==> src/rtl/ipc_pkg.sv <==
package ipc_pkg;
   localparam int unsigned REG_W         = 16;
   localparam int unsigned WORD_ENABLE   = 0;
   localparam int unsigned WORD_FLAG     = 1;
   localparam int unsigned WORD_LVL_BASE = 2;
   localparam int unsigned ODD_FIELD_LSB = 8;
endpackage

==> src/rtl/ipc_cfg_regs.sv <==
module ipc_cfg_regs
   import ipc_pkg::*;
#(
   parameter int unsigned N_SRC = 8,
   parameter int unsigned LVL_W = 3,
   parameter int unsigned AW    = 3
) (
   input  logic                   clk,
   input  logic                   rst_n,
   input  logic                   we,
   input  logic [AW-1:0]          addr,
   input  logic [REG_W-1:0]       wdata,
   output logic [N_SRC-1:0]       en_q,
   output logic [N_SRC*LVL_W-1:0] lvl_flat,
   output logic [REG_W-1:0]       rdata
);
   localparam int unsigned N_WORDS = N_SRC / 2;

   logic [LVL_W-1:0] lvl_q [N_SRC];

   always_ff @(posedge clk or negedge rst_n) begin
      if (!rst_n)
         en_q <= '0;
      else if (we && addr == AW'(WORD_ENABLE))
         en_q <= wdata[N_SRC-1:0];
   end

   for (genvar k = 0; k < N_WORDS; k++) begin : g_lvl_word
      always_ff @(posedge clk or negedge rst_n) begin
         if (!rst_n) begin
            lvl_q[2*k]   <= '0;
            lvl_q[2*k+1] <= '0;
         end else if (we && addr == AW'(WORD_LVL_BASE + k)) begin
            lvl_q[2*k]   <= wdata[LVL_W-1:0];
            lvl_q[2*k+1] <= wdata[ODD_FIELD_LSB +: LVL_W];
         end
      end
   end

   for (genvar i = 0; i < N_SRC; i++) begin : g_flat
      assign lvl_flat[i*LVL_W +: LVL_W] = lvl_q[i];
   end

   always_comb begin
      rdata = '0;
      if (addr == AW'(WORD_ENABLE))
         rdata[N_SRC-1:0] = en_q;
      for (int k = 0; k < N_WORDS; k++) begin
         if (addr == AW'(WORD_LVL_BASE + k)) begin
            rdata[LVL_W-1:0]               = lvl_q[2*k];
            rdata[ODD_FIELD_LSB +: LVL_W]  = lvl_q[2*k+1];
         end
      end
   end
endmodule

==> src/rtl/ipc_flag_bank.sv <==
module ipc_flag_bank #(
   parameter int unsigned N_SRC = 8
) (
   input  logic             clk,
   input  logic             rst_n,
   input  logic [N_SRC-1:0] set_i,
   input  logic [N_SRC-1:0] clr_i,
   output logic [N_SRC-1:0] flag_q,
   output logic [N_SRC-1:0] flag_d
);
   for (genvar i = 0; i < N_SRC; i++) begin : g_flag
      // a set pulse outranks any clear in the same cycle
      assign flag_d[i] = set_i[i] | (flag_q[i] & ~clr_i[i]);

      always_ff @(posedge clk or negedge rst_n) begin
         if (!rst_n) flag_q[i] <= 1'b0;
         else        flag_q[i] <= flag_d[i];
      end
   end
endmodule

==> src/rtl/ipc_arbiter.sv <==
module ipc_arbiter #(
   parameter int unsigned N_SRC = 8,
   parameter int unsigned LVL_W = 3,
   parameter int unsigned VW    = 3
) (
   input  logic [N_SRC-1:0]       cand,
   input  logic [N_SRC*LVL_W-1:0] lvl_flat,
   output logic                   any,
   output logic [VW-1:0]          win_vec,
   output logic [LVL_W-1:0]       win_lvl
);
   always_comb begin
      any     = 1'b0;
      win_vec = '0;
      win_lvl = '0;
      // ascending scan with strict compare keeps the lowest index on ties
      for (int i = 0; i < N_SRC; i++) begin
         if (cand[i] && (!any || lvl_flat[i*LVL_W +: LVL_W] > win_lvl)) begin
            any     = 1'b1;
            win_vec = VW'(i);
            win_lvl = lvl_flat[i*LVL_W +: LVL_W];
         end
      end
   end
endmodule

==> src/rtl/prio_irq_ctrl.sv <==
module prio_irq_ctrl
   import ipc_pkg::*;
#(
   parameter int unsigned N_SRC = 8,
   parameter int unsigned LVL_W = 3,
   parameter int unsigned AW    = $clog2(WORD_LVL_BASE + N_SRC / 2),
   parameter int unsigned VW    = (N_SRC > 1) ? $clog2(N_SRC) : 1
) (
   input  logic              clk,
   input  logic              rst_n,
   input  logic [N_SRC-1:0]  src_pulse,
   input  logic              reg_we,
   input  logic [AW-1:0]     reg_addr,
   input  logic [REG_W-1:0]  reg_wdata,
   output logic [REG_W-1:0]  reg_rdata,
   input  logic              irq_ack,
   output logic              irq_req,
   output logic [VW-1:0]     irq_vec,
   output logic [LVL_W-1:0]  irq_lvl
);
   if (N_SRC < 2 || N_SRC > REG_W || (N_SRC % 2) != 0) begin : g_bad_nsrc
      $error("N_SRC must be even and between 2 and 16");
   end
   if (LVL_W < 1 || LVL_W > ODD_FIELD_LSB) begin : g_bad_lvlw
      $error("LVL_W must be between 1 and 8");
   end
   if ((1 << AW) < WORD_LVL_BASE + N_SRC / 2) begin : g_bad_aw
      $error("AW too narrow for the register map");
   end

   logic [N_SRC-1:0]       en_q;
   logic [N_SRC*LVL_W-1:0] lvl_flat;
   logic [REG_W-1:0]       cfg_rdata;
   logic [N_SRC-1:0]       flag_q, flag_d;
   logic [N_SRC-1:0]       sw_clr, ack_clr;
   logic                   any;
   logic [VW-1:0]          win_vec;
   logic [LVL_W-1:0]       win_lvl;

   ipc_cfg_regs #(.N_SRC(N_SRC), .LVL_W(LVL_W), .AW(AW)) i_cfg (
      .clk      (clk),
      .rst_n    (rst_n),
      .we       (reg_we),
      .addr     (reg_addr),
      .wdata    (reg_wdata),
      .en_q     (en_q),
      .lvl_flat (lvl_flat),
      .rdata    (cfg_rdata)
   );

   assign sw_clr = (reg_we && reg_addr == AW'(WORD_FLAG)) ? reg_wdata[N_SRC-1:0] : '0;

   always_comb begin
      ack_clr = '0;
      if (irq_ack && irq_req)
         ack_clr[irq_vec] = 1'b1;
   end

   ipc_flag_bank #(.N_SRC(N_SRC)) i_flags (
      .clk    (clk),
      .rst_n  (rst_n),
      .set_i  (src_pulse),
      .clr_i  (sw_clr | ack_clr),
      .flag_q (flag_q),
      .flag_d (flag_d)
   );

   ipc_arbiter #(.N_SRC(N_SRC), .LVL_W(LVL_W), .VW(VW)) i_arb (
      .cand     (flag_d & en_q),
      .lvl_flat (lvl_flat),
      .any      (any),
      .win_vec  (win_vec),
      .win_lvl  (win_lvl)
   );

   always_ff @(posedge clk or negedge rst_n) begin
      if (!rst_n) begin
         irq_req <= 1'b0;
         irq_vec <= '0;
         irq_lvl <= '0;
      end else begin
         irq_req <= any;
         irq_vec <= win_vec;
         irq_lvl <= win_lvl;
      end
   end

   always_comb begin
      reg_rdata = cfg_rdata;
      if (reg_addr == AW'(WORD_FLAG))
         reg_rdata[N_SRC-1:0] = flag_q;
   end
endmodule

==> config.mk <==
export PLATFORM = sky130hd
export DESIGN_NAME = prio_irq_ctrl
export DESIGN_NICKNAME = d
export VERILOG_FILES = /design/src/rtl/ipc_pkg.sv /design/src/rtl/ipc_cfg_regs.sv /design/src/rtl/ipc_flag_bank.sv /design/src/rtl/ipc_arbiter.sv /design/src/rtl/prio_irq_ctrl.sv
export SDC_FILE = /design/constraint.sdc
export NUM_CORES = 1
export LEC_CHECK = 0
export BUFFER_PORTS_ARGS = -buffer_cell sky130_fd_sc_hd__buf_2
export CORE_MARGIN = 4
export CORE_UTILIZATION = 40
export CTS_BUF_LIST = sky130_fd_sc_hd__clkbuf_8
export DETAILED_ROUTE_END_ITERATION = 8
export PLACE_DENSITY = 0.63
export SETUP_SLACK_MARGIN = 0.05
export SYNTH_ARGS = -nofsm -noshare
export SYNTH_HDL_FRONTEND = slang
export SYNTH_SLANG_ARGS = --single-unit
==> constraint.sdc <==
create_clock -name clk -period 27.7 [get_ports clk]
set_input_delay 2.77 -clock clk [delete_from_list [all_inputs] [get_ports clk]]
set_output_delay 2.77 -clock clk [all_outputs]
set_load 0.01 [all_outputs]
# Word-level counts from Yosys, hierarchy flattened
# Cells that the tools add are included.
classes:
  n_addsub: 0
  multipliers: 0
  div: 0
  magnitude_cmp: 9
  n_eq_ne: 5
  shifts: 0
  n_mux: 37
  n_bitwise: 26
  reduce_logical: 30
op_table:
  columns: ["op", "count"]
  rows:
  - ["two-way mux 3 bit", 20]
  - ["two-way mux 8 bit", 4]
  - ["greater-than comparator 3 bit", 7]
  - ["logical AND 1 bit", 15]
  - ["two-way mux 1 bit", 10]
  - ["bitwise AND 1 bit", 8]
  - ["bitwise AND 8 bit", 1]
  - ["NOT 1 bit", 8]
  - ["OR 1 bit", 8]
  - ["OR 8 bit", 1]
  - ["zero test 1 bit", 7]
  - ["logical OR 1 bit", 7]
  - ["equality test 3 x 2 -> 1 bit (second input constant)", 2]
  - ["equality test 3 bit (second input constant)", 2]
  - ["< comparator 3 x 4 -> 1 bit (second input constant)", 1]
  - ["two-way mux 2 bit", 2]
  - ["demux 1 bit (select 3 bit)", 1]
  - ["equality test 3 x 1 -> 1 bit (second input constant)", 1]
  - ["greater-or-equal comparator 3 x 1 -> 1 bit (second input constant)", 1]
  - ["zero test 3 bit", 1]
totals:
  reg_bits: 47
  latchBits: 0
  ram_bits: 0
  romBits: 0
  output_inout_bits: 23
  memories: 0

# Longest topological paths before layout
logic_depth:
  ltp_word: 39
  mapped_depth: 63
  mapped_depth_nobuf: 60

# Modules after synthesis
# From an unflattened synthesis, not the netlist that was laid out.
unflattened:
  cells_unflattened: 334
  area_unflattened_um2: 3454.6
by_module_without_submodules:
  columns: ["module", "instances", "cells_each", "area_each_um2"]
  rows:
  - ["ipc_cfg_regs", 1, 113, 1535.2]
  - ["ipc_arbiter", 1, 156, 1149.9]
  - ["prio_irq_ctrl", 1, 41, 479.2]
  - ["ipc_flag_bank", 1, 24, 290.3]

# Worst setup path before layout
# No wires, ideal clock.
synth_path:
  kind: "input to register"
  startpoint: "input reg_addr[1]"
  endpoint: "register irq_vec[2]"
  arrival_ns: 12.157
  t_required_ns: 27.569
  setup_slack_ns: 15.412
  cell_stages: 57
  n_path_buf: 2
  cell_sequence: "buf_2 nand4bb_1 o22ai_1 nor3b_2 nand2_1 ha_1 nor2b_1 o21a_1 o21ai_0 o21a_1 a22o_1 inv_1 ha_1 a211oi_1 o21ai_0 o221a_2 buf_2 nand2b_1 (+21 left out) nor2_1 a311o_1 a21boi_0 ha_1 a21o_1 a21oi_1 a311oi_1 a31oi_1 inv_1 a21oi_1 o2bb2ai_1 ha_1 a21o_1 a21oi_1 a311oi_1 a31oi_2 nand2_1 or3_1"
synth_between:
  elab_chain_len: 37
  elab_cells_between_ends: 75
synth_rtl:
  columns: ["element", "line_no", "source"]
  rows:
  - ["from (decl)", "prio_irq_ctrl.sv:13", "input logic [AW-1:0] reg_addr,"]
  - ["equality test 3 x 1 -> 1 bit *", "prio_irq_ctrl.sv:51", "assign sw_clr = (reg_we && reg_addr == AW'(WORD_FLAG)) ? reg_wdata[N_SRC-1:0] : '0;"]
  - ["logical AND 1 bit *", "prio_irq_ctrl.sv:51", null]
  - ["two-way mux 8 bit *", "prio_irq_ctrl.sv:51", null]
  - ["OR 8 bit *", "prio_irq_ctrl.sv:63", ".clr_i (sw_clr | ack_clr),"]
  - ["NOT 1 bit", "ipc_flag_bank.sv:13", "assign flag_d[i] = set_i[i] | (flag_q[i] & ~clr_i[i]);"]
  - ["bitwise AND 1 bit", "ipc_flag_bank.sv:13", null]
  - ["OR 1 bit", "ipc_flag_bank.sv:13", null]
  - ["bitwise AND 8 bit *", "prio_irq_ctrl.sv:69", ".cand (flag_d & en_q),"]
  - ["(+22 left out)", null, null]
  - ["logical OR 1 bit", "ipc_arbiter.sv:18", "if (cand[i] && (!any || lvl_flat[i*LVL_W +: LVL_W] > win_lvl)) begin"]
  - ["logical AND 1 bit", "ipc_arbiter.sv:18", null]
  - ["two-way mux 3 bit or two-way mux 1 bit (tied branches)", "ipc_arbiter.sv:18", null]
  - ["greater-than comparator 3 bit or zero test 1 bit (tied branches)", "ipc_arbiter.sv:18", null]
  - ["logical OR 1 bit", "ipc_arbiter.sv:18", null]
  - ["logical AND 1 bit", "ipc_arbiter.sv:18", null]
  - ["two-way mux 3 bit *", "ipc_arbiter.sv:18", null]
  - ["via i_arb.win_vec[2]", "ipc_arbiter.sv:9", "output logic [VW-1:0] win_vec,"]
  - ["to (signal assigned)", "prio_irq_ctrl.sv:83", "irq_vec <= win_vec;"]
  - ["to (decl)", "prio_irq_ctrl.sv:18", "output logic [VW-1:0] irq_vec,"]
# Mark *: on every way through the listed nets, which the timed path passes. The rest lies on a longest branch.
# A chain may end at the register's enable or synchronous reset.

# Worst setup path in the final report
layout_path:
  startpoint: "input reg_addr[2]"
  endpoint: "register irq_lvl[2]"
layout_between:
  elab_chain_len: 37
  elab_cells_between_ends: 72
layout_rtl:
  columns: ["element", "line_no", "source"]
  rows:
  - ["equality test 3 x 1 -> 1 bit *", "prio_irq_ctrl.sv:51", null]
  - ["logical AND 1 bit *", "prio_irq_ctrl.sv:51", null]
  - ["two-way mux 8 bit *", "prio_irq_ctrl.sv:51", null]
  - ["OR 8 bit *", "prio_irq_ctrl.sv:63", null]
  - ["NOT 1 bit", "ipc_flag_bank.sv:13", null]
  - ["bitwise AND 1 bit", "ipc_flag_bank.sv:13", null]
  - ["OR 1 bit", "ipc_flag_bank.sv:13", null]
  - ["bitwise AND 8 bit *", "prio_irq_ctrl.sv:69", null]
  - ["(+22 left out)", null, null]
  - ["logical OR 1 bit", "ipc_arbiter.sv:18", null]
  - ["logical AND 1 bit", "ipc_arbiter.sv:18", null]
  - ["two-way mux 3 bit or two-way mux 1 bit (tied branches)", "ipc_arbiter.sv:18", null]
  - ["greater-than comparator 3 bit or zero test 1 bit (tied branches)", "ipc_arbiter.sv:18", null]
  - ["logical OR 1 bit", "ipc_arbiter.sv:18", null]
  - ["logical AND 1 bit", "ipc_arbiter.sv:18", null]
  - ["two-way mux 3 bit *", "ipc_arbiter.sv:18", null]
  - ["via i_arb.win_lvl[2]", "ipc_arbiter.sv:10", "output logic [LVL_W-1:0] win_lvl"]
  - ["to (signal assigned)", "prio_irq_ctrl.sv:84", "irq_lvl <= win_lvl;"]
  - ["to (decl)", "prio_irq_ctrl.sv:19", "output logic [LVL_W-1:0] irq_lvl"]
# Marks and branches as above.

==> metrics.txt <==
# TYPE chip_impl_metric gauge
chip_impl_metric{name="synth-edff-count",unit=""} 0
chip_impl_metric{name="ir_drop",unit="mV"} 0.0465
chip_impl_metric{name="cts.path.max_buffers",unit=""} 2
chip_impl_metric{name="timing.critical_path.fanout_max",unit=""} 20
chip_impl_metric{name="detailed_place.area",unit="µm²"} 3520
chip_impl_metric{name="cts_sinks",unit=""} 47
chip_impl_info{name="critical_path.reg2reg.endpoint",value="irq_lvl[2]"} 1
chip_impl_metric{name="clock_period_minus_final_worst_setup_slack",unit="ps"} 14310
chip_impl_metric{name="dp_slack",unit="ps"} 13230
chip_impl_metric{name="drt_pass1_iterations",unit=""} 4
chip_impl_metric{name="max_slew_margin",unit=""} 0.282
chip_impl_metric{name="vias_in_the_first_global_route",unit=""} 2707
chip_impl_metric{name="timing.fmax",unit="GHz"} 0.0699
chip_impl_info{name="path_delay_family",value="compound AO/OA/AOI/OAI gates"} 1
chip_impl_info{name="path_common_cell",value="sky130_fd_sc_hd__ha_1"} 1
chip_impl_metric{name="routabilityCongestion",unit=""} 0.900
chip_impl_metric{name="core-area",unit="µm²"} 7810
chip_impl_metric{name="met1_usage",unit=""} 0.253
chip_impl_metric{name="io_pins",unit=""} 54
chip_impl_metric{name="initial_core_util",unit=""} 0.415
chip_impl_metric{name="die_area",unit="µm²"} 9610
chip_impl_metric{name="routed_wire_length_per_instance",unit="µm"} 18.0
chip_impl_info{name="hp-class",value="register to register"} 1
chip_impl_metric{name="crit_cells",unit=""} 57
chip_impl_metric{name="grt_max_degree",unit=""} 48
chip_impl_metric{name="synth_sequential_area_ratio",unit=""} 0.363
chip_impl_metric{name="die_h",unit="µm"} 98.0
chip_impl_metric{name="regToRegSetupSlack",unit="ps"} 15830
chip_impl_metric{name="layout.cell_area.non_filler",unit="µm²"} 3610
chip_impl_metric{name="number_of_endpoints_with_negative_hold_slack_in_the_final_report",unit=""} 0
chip_impl_metric{name="grt_util_met2",unit=""} 0.286
chip_impl_metric{name="timing.critical_path.arrival",unit="ps"} 14470
chip_impl_metric{name="drive_gt1_frac",unit=""} 0.272
chip_impl_metric{name="post_cts_resized",unit=""} 0
chip_impl_info{name="critical_path_source_type",value="input port"} 1
chip_impl_metric{name="num_rows",unit=""} 32
chip_impl_metric{name="route.detailed.drc",unit=""} 0
chip_impl_metric{name="fillCellCount",unit=""} 763
chip_impl_info{name="tritoncts",value="built"} 1
chip_impl_metric{name="cp_slowest_stage_delay",unit="ps"} 570
chip_impl_metric{name="initial_antenna_violation_count",unit=""} 0
chip_impl_metric{name="final_min_period_over_clock_period",unit=""} 0.516
chip_impl_metric{name="clock-skew-final",unit="ps"} 6.76
chip_impl_info{name="r2r-start",value="irq_vec[1]"} 1
chip_impl_metric{name="reg2reg_depth",unit=""} 56
chip_impl_metric{name="holdPathStages",unit=""} 1
chip_impl_metric{name="synth.cell_area",unit="µm²"} 3240
chip_impl_metric{name="tns",unit="ps"} 0
chip_impl_metric{name="insertedDiodeCount",unit=""} 0
chip_impl_metric{name="place_hpwl",unit="µm"} 6520
chip_impl_metric{name="bufs_and_invs_on_worst_path",unit=""} 3
chip_impl_metric{name="path_clk_slew",unit="ps"} 90
chip_impl_metric{name="tightest_slew",unit="ps"} 1080
chip_impl_metric{name="globalRouteTotalUtil",unit=""} 0.181
chip_impl_metric{name="cts_hold_repair.buffers",unit=""} 0
chip_impl_info{name="rsz0062_at_grt",value="no"} 1
chip_impl_metric{name="ys_async_rst_share",unit=""} 1.00
chip_impl_metric{name="global_routing_usage_on_met3",unit=""} 0.0400
chip_impl_metric{name="cap_violations",unit=""} 0
chip_impl_metric{name="nets",unit=""} 418
chip_impl_info{name="cts_root_buf",value="sky130_fd_sc_hd__clkbuf_8"} 1
chip_impl_info{name="critical_path_class",value="input port to register"} 1
chip_impl_info{name="busiest_layer",value="met2"} 1
chip_impl_info{name="critPathCapture",value="irq_lvl[2]"} 1
chip_impl_metric{name="ctsHtreeMaxLevel",unit=""} 2
chip_impl_metric{name="worst_hold_slack",unit="ps"} 537
chip_impl_info{name="critPathLaunch",value="reg_addr[2]"} 1
chip_impl_metric{name="synthesis.instances",unit=""} 327
chip_impl_metric{name="yosysUniqueCellTypes",unit=""} 57
chip_impl_metric{name="cts_inserted_buffers",unit=""} 5
chip_impl_metric{name="power.total",unit="W"} 0.000398
chip_impl_metric{name="worst_ep_required_time",unit="ps"} 27870
chip_impl_metric{name="post-cts-setup-buffer-count",unit=""} 0
chip_impl_info{name="slowest_stage",value="sky130_fd_sc_hd__nor2_1"} 1
chip_impl_metric{name="postRouteWirelength",unit="µm"} 8430
chip_impl_info{name="status",value="finished, final reports clean"} 1
chip_impl_metric{name="via_per_inst",unit=""} 5.79
chip_impl_metric{name="floorplan.die.width",unit="µm"} 98.0
chip_impl_metric{name="io_buffer_count",unit=""} 43
chip_impl_metric{name="powerDensity",unit="nW/µm²"} 110
chip_impl_metric{name="yosysWarningCount",unit=""} 0
chip_impl_metric{name="p_leak",unit="nW"} 1.62
chip_impl_metric{name="setup-violations-final",unit=""} 0
chip_impl_metric{name="grt_first_pass_wirelength",unit="µm"} 13900
chip_impl_metric{name="worst_skew_pair.late_latency",unit="ps"} 310
chip_impl_metric{name="postLayoutSetupSlackWorst",unit="ps"} 13390
chip_impl_metric{name="maxSlewViolCount",unit=""} 0
chip_impl_info{name="timing.critical_path.to_type",value="register"} 1
chip_impl_metric{name="layout-area-overhead-vs-synth",unit="%"} 11.4
chip_impl_info{name="postSynth.topFlopCell",value="sky130_fd_sc_hd__dfrtp_1"} 1
chip_impl_metric{name="synth_area_per_cell",unit="µm²"} 9.92
chip_impl_metric{name="final_ant_viol_nets",unit=""} 0
chip_impl_metric{name="globalRoute.totalOverflow",unit=""} 0
chip_impl_metric{name="dr.first_iter.drc_count",unit=""} 115
chip_impl_metric{name="postSynthRegisterBits",unit=""} 47
chip_impl_metric{name="num_vias",unit=""} 2717
kinds of logic after synthesis:
family	after synthesis	synth area share
mux	45	0.152
fa+ha+maj	21	0.0810
compound gates	93	0.206
other cells	1	0.00116
simple gates	84	0.147
flops	47	0.363
buf+inv	36	0.0498
sequential cells by signal, indices dropped and copies added, names as in the netlist:
| register | cells |
|---|---|
| i_flags.flag_q | 8 |
| irq_vec | 3 |
| irq_lvl | 3 |
| i_cfg.lvl_flat | 24 |
| irq_req | 1 |
| i_cfg.en_q | 8 |
cells in the final DEF, fill, tap and decap left out, drive strengths merged, types with 9 or more instances in the layout:
cell type,synthesis,layout
dfrtp,47,47
buf,11,43
mux2,34,34
inv,21,22
nand2,21,21
ha,21,21
o21ai,16,16
nor2,12,12
mux2i,11,11
o22ai,10,10
o21a,9,9
a21oi,9,9
cell type report:
type | count | area [µm²] | share of cell area
Multi-Input combinational cell | 248 | 1920 | 0.532
Sequential cell | 47 | 1180 | 0.325
Timing Repair Buffer | 43 | 215 | 0.0596
Tap cell | 102 | 128 | 0.0353
Clock buffer | 6 | 82.6 | 0.0229
Inverter | 21 | 78.8 | 0.0218
Clock inverter | 2 | 12.5 | 0.00346
how the worst min path moves through the flow:
stage,start,end,slack (ps)
2_1_floorplan,i_cfg.en_q[6],i_cfg.en_q[6],500
3_3_place_gp,i_flags.flag_q[4],i_flags.flag_q[4],510
3_5_place_dp,i_flags.flag_q[4],i_flags.flag_q[4],520
4_1_cts,i_flags.flag_q[4],i_flags.flag_q[4],540
5_1_grt,i_flags.flag_q[4],i_flags.flag_q[4],550
6_report,i_flags.flag_q[4],i_flags.flag_q[4],540
report_power, final:
group | internal, W | switching [W] | total (W)
sequential | 0.0000877 | 0.0000177 | 0.000105
clock | 0.0000201 | 0.0000242 | 0.0000443
combinational | 0.000111 | 0.000138 | 0.000248
total | 0.000219 | 0.000180 | 0.000398
synth_stat cells, types with 4 or more instances:
cell type	number	area [µm²]
sky130_fd_sc_hd__a21boi_0	4	30.0
sky130_fd_sc_hd__a21o_1	5	37.5
sky130_fd_sc_hd__a21oi_1	9	45.0
sky130_fd_sc_hd__a22oi_1	7	52.6
sky130_fd_sc_hd__a31oi_1	6	37.5
sky130_fd_sc_hd__and2_1	5	31.3
sky130_fd_sc_hd__buf_4	6	45.0
sky130_fd_sc_hd__clkbuf_1	4	15.0
sky130_fd_sc_hd__dfrtp_1	47	1180
sky130_fd_sc_hd__ha_1	21	263
sky130_fd_sc_hd__inv_1	21	78.8
sky130_fd_sc_hd__mux2_2	34	383
sky130_fd_sc_hd__mux2i_1	11	110
sky130_fd_sc_hd__nand2_1	21	78.8
sky130_fd_sc_hd__nand2b_1	7	43.8
sky130_fd_sc_hd__nand3_1	5	25.0
sky130_fd_sc_hd__nor2_1	12	45.0
sky130_fd_sc_hd__nor2b_1	7	43.8
sky130_fd_sc_hd__nor3_1	5	25.0
sky130_fd_sc_hd__o21a_1	9	67.6
sky130_fd_sc_hd__o21ai_0	16	80.1
sky130_fd_sc_hd__o22ai_1	10	62.6
sky130_fd_sc_hd__or2_2	5	31.3
layer usage:
metal / vias to the layer above / part of all wire
met5: - / 0
met4: 0 / 0.016
met3: 16 / 0.068
met2: 85 / 0.46
met1: 1329 / 0.45
li1: 1287 / -
metrics by stage:
step / utilization / cells
final: 0.463 / 469
after global routing: 0.463 / 469
after CTS: 0.463 / 469
after detailed placement: 0.451 / 461
after global placement: 0.451 / 461
after floorplan: - / 331
Note: power is estimated with default switching activity, not from simulation.
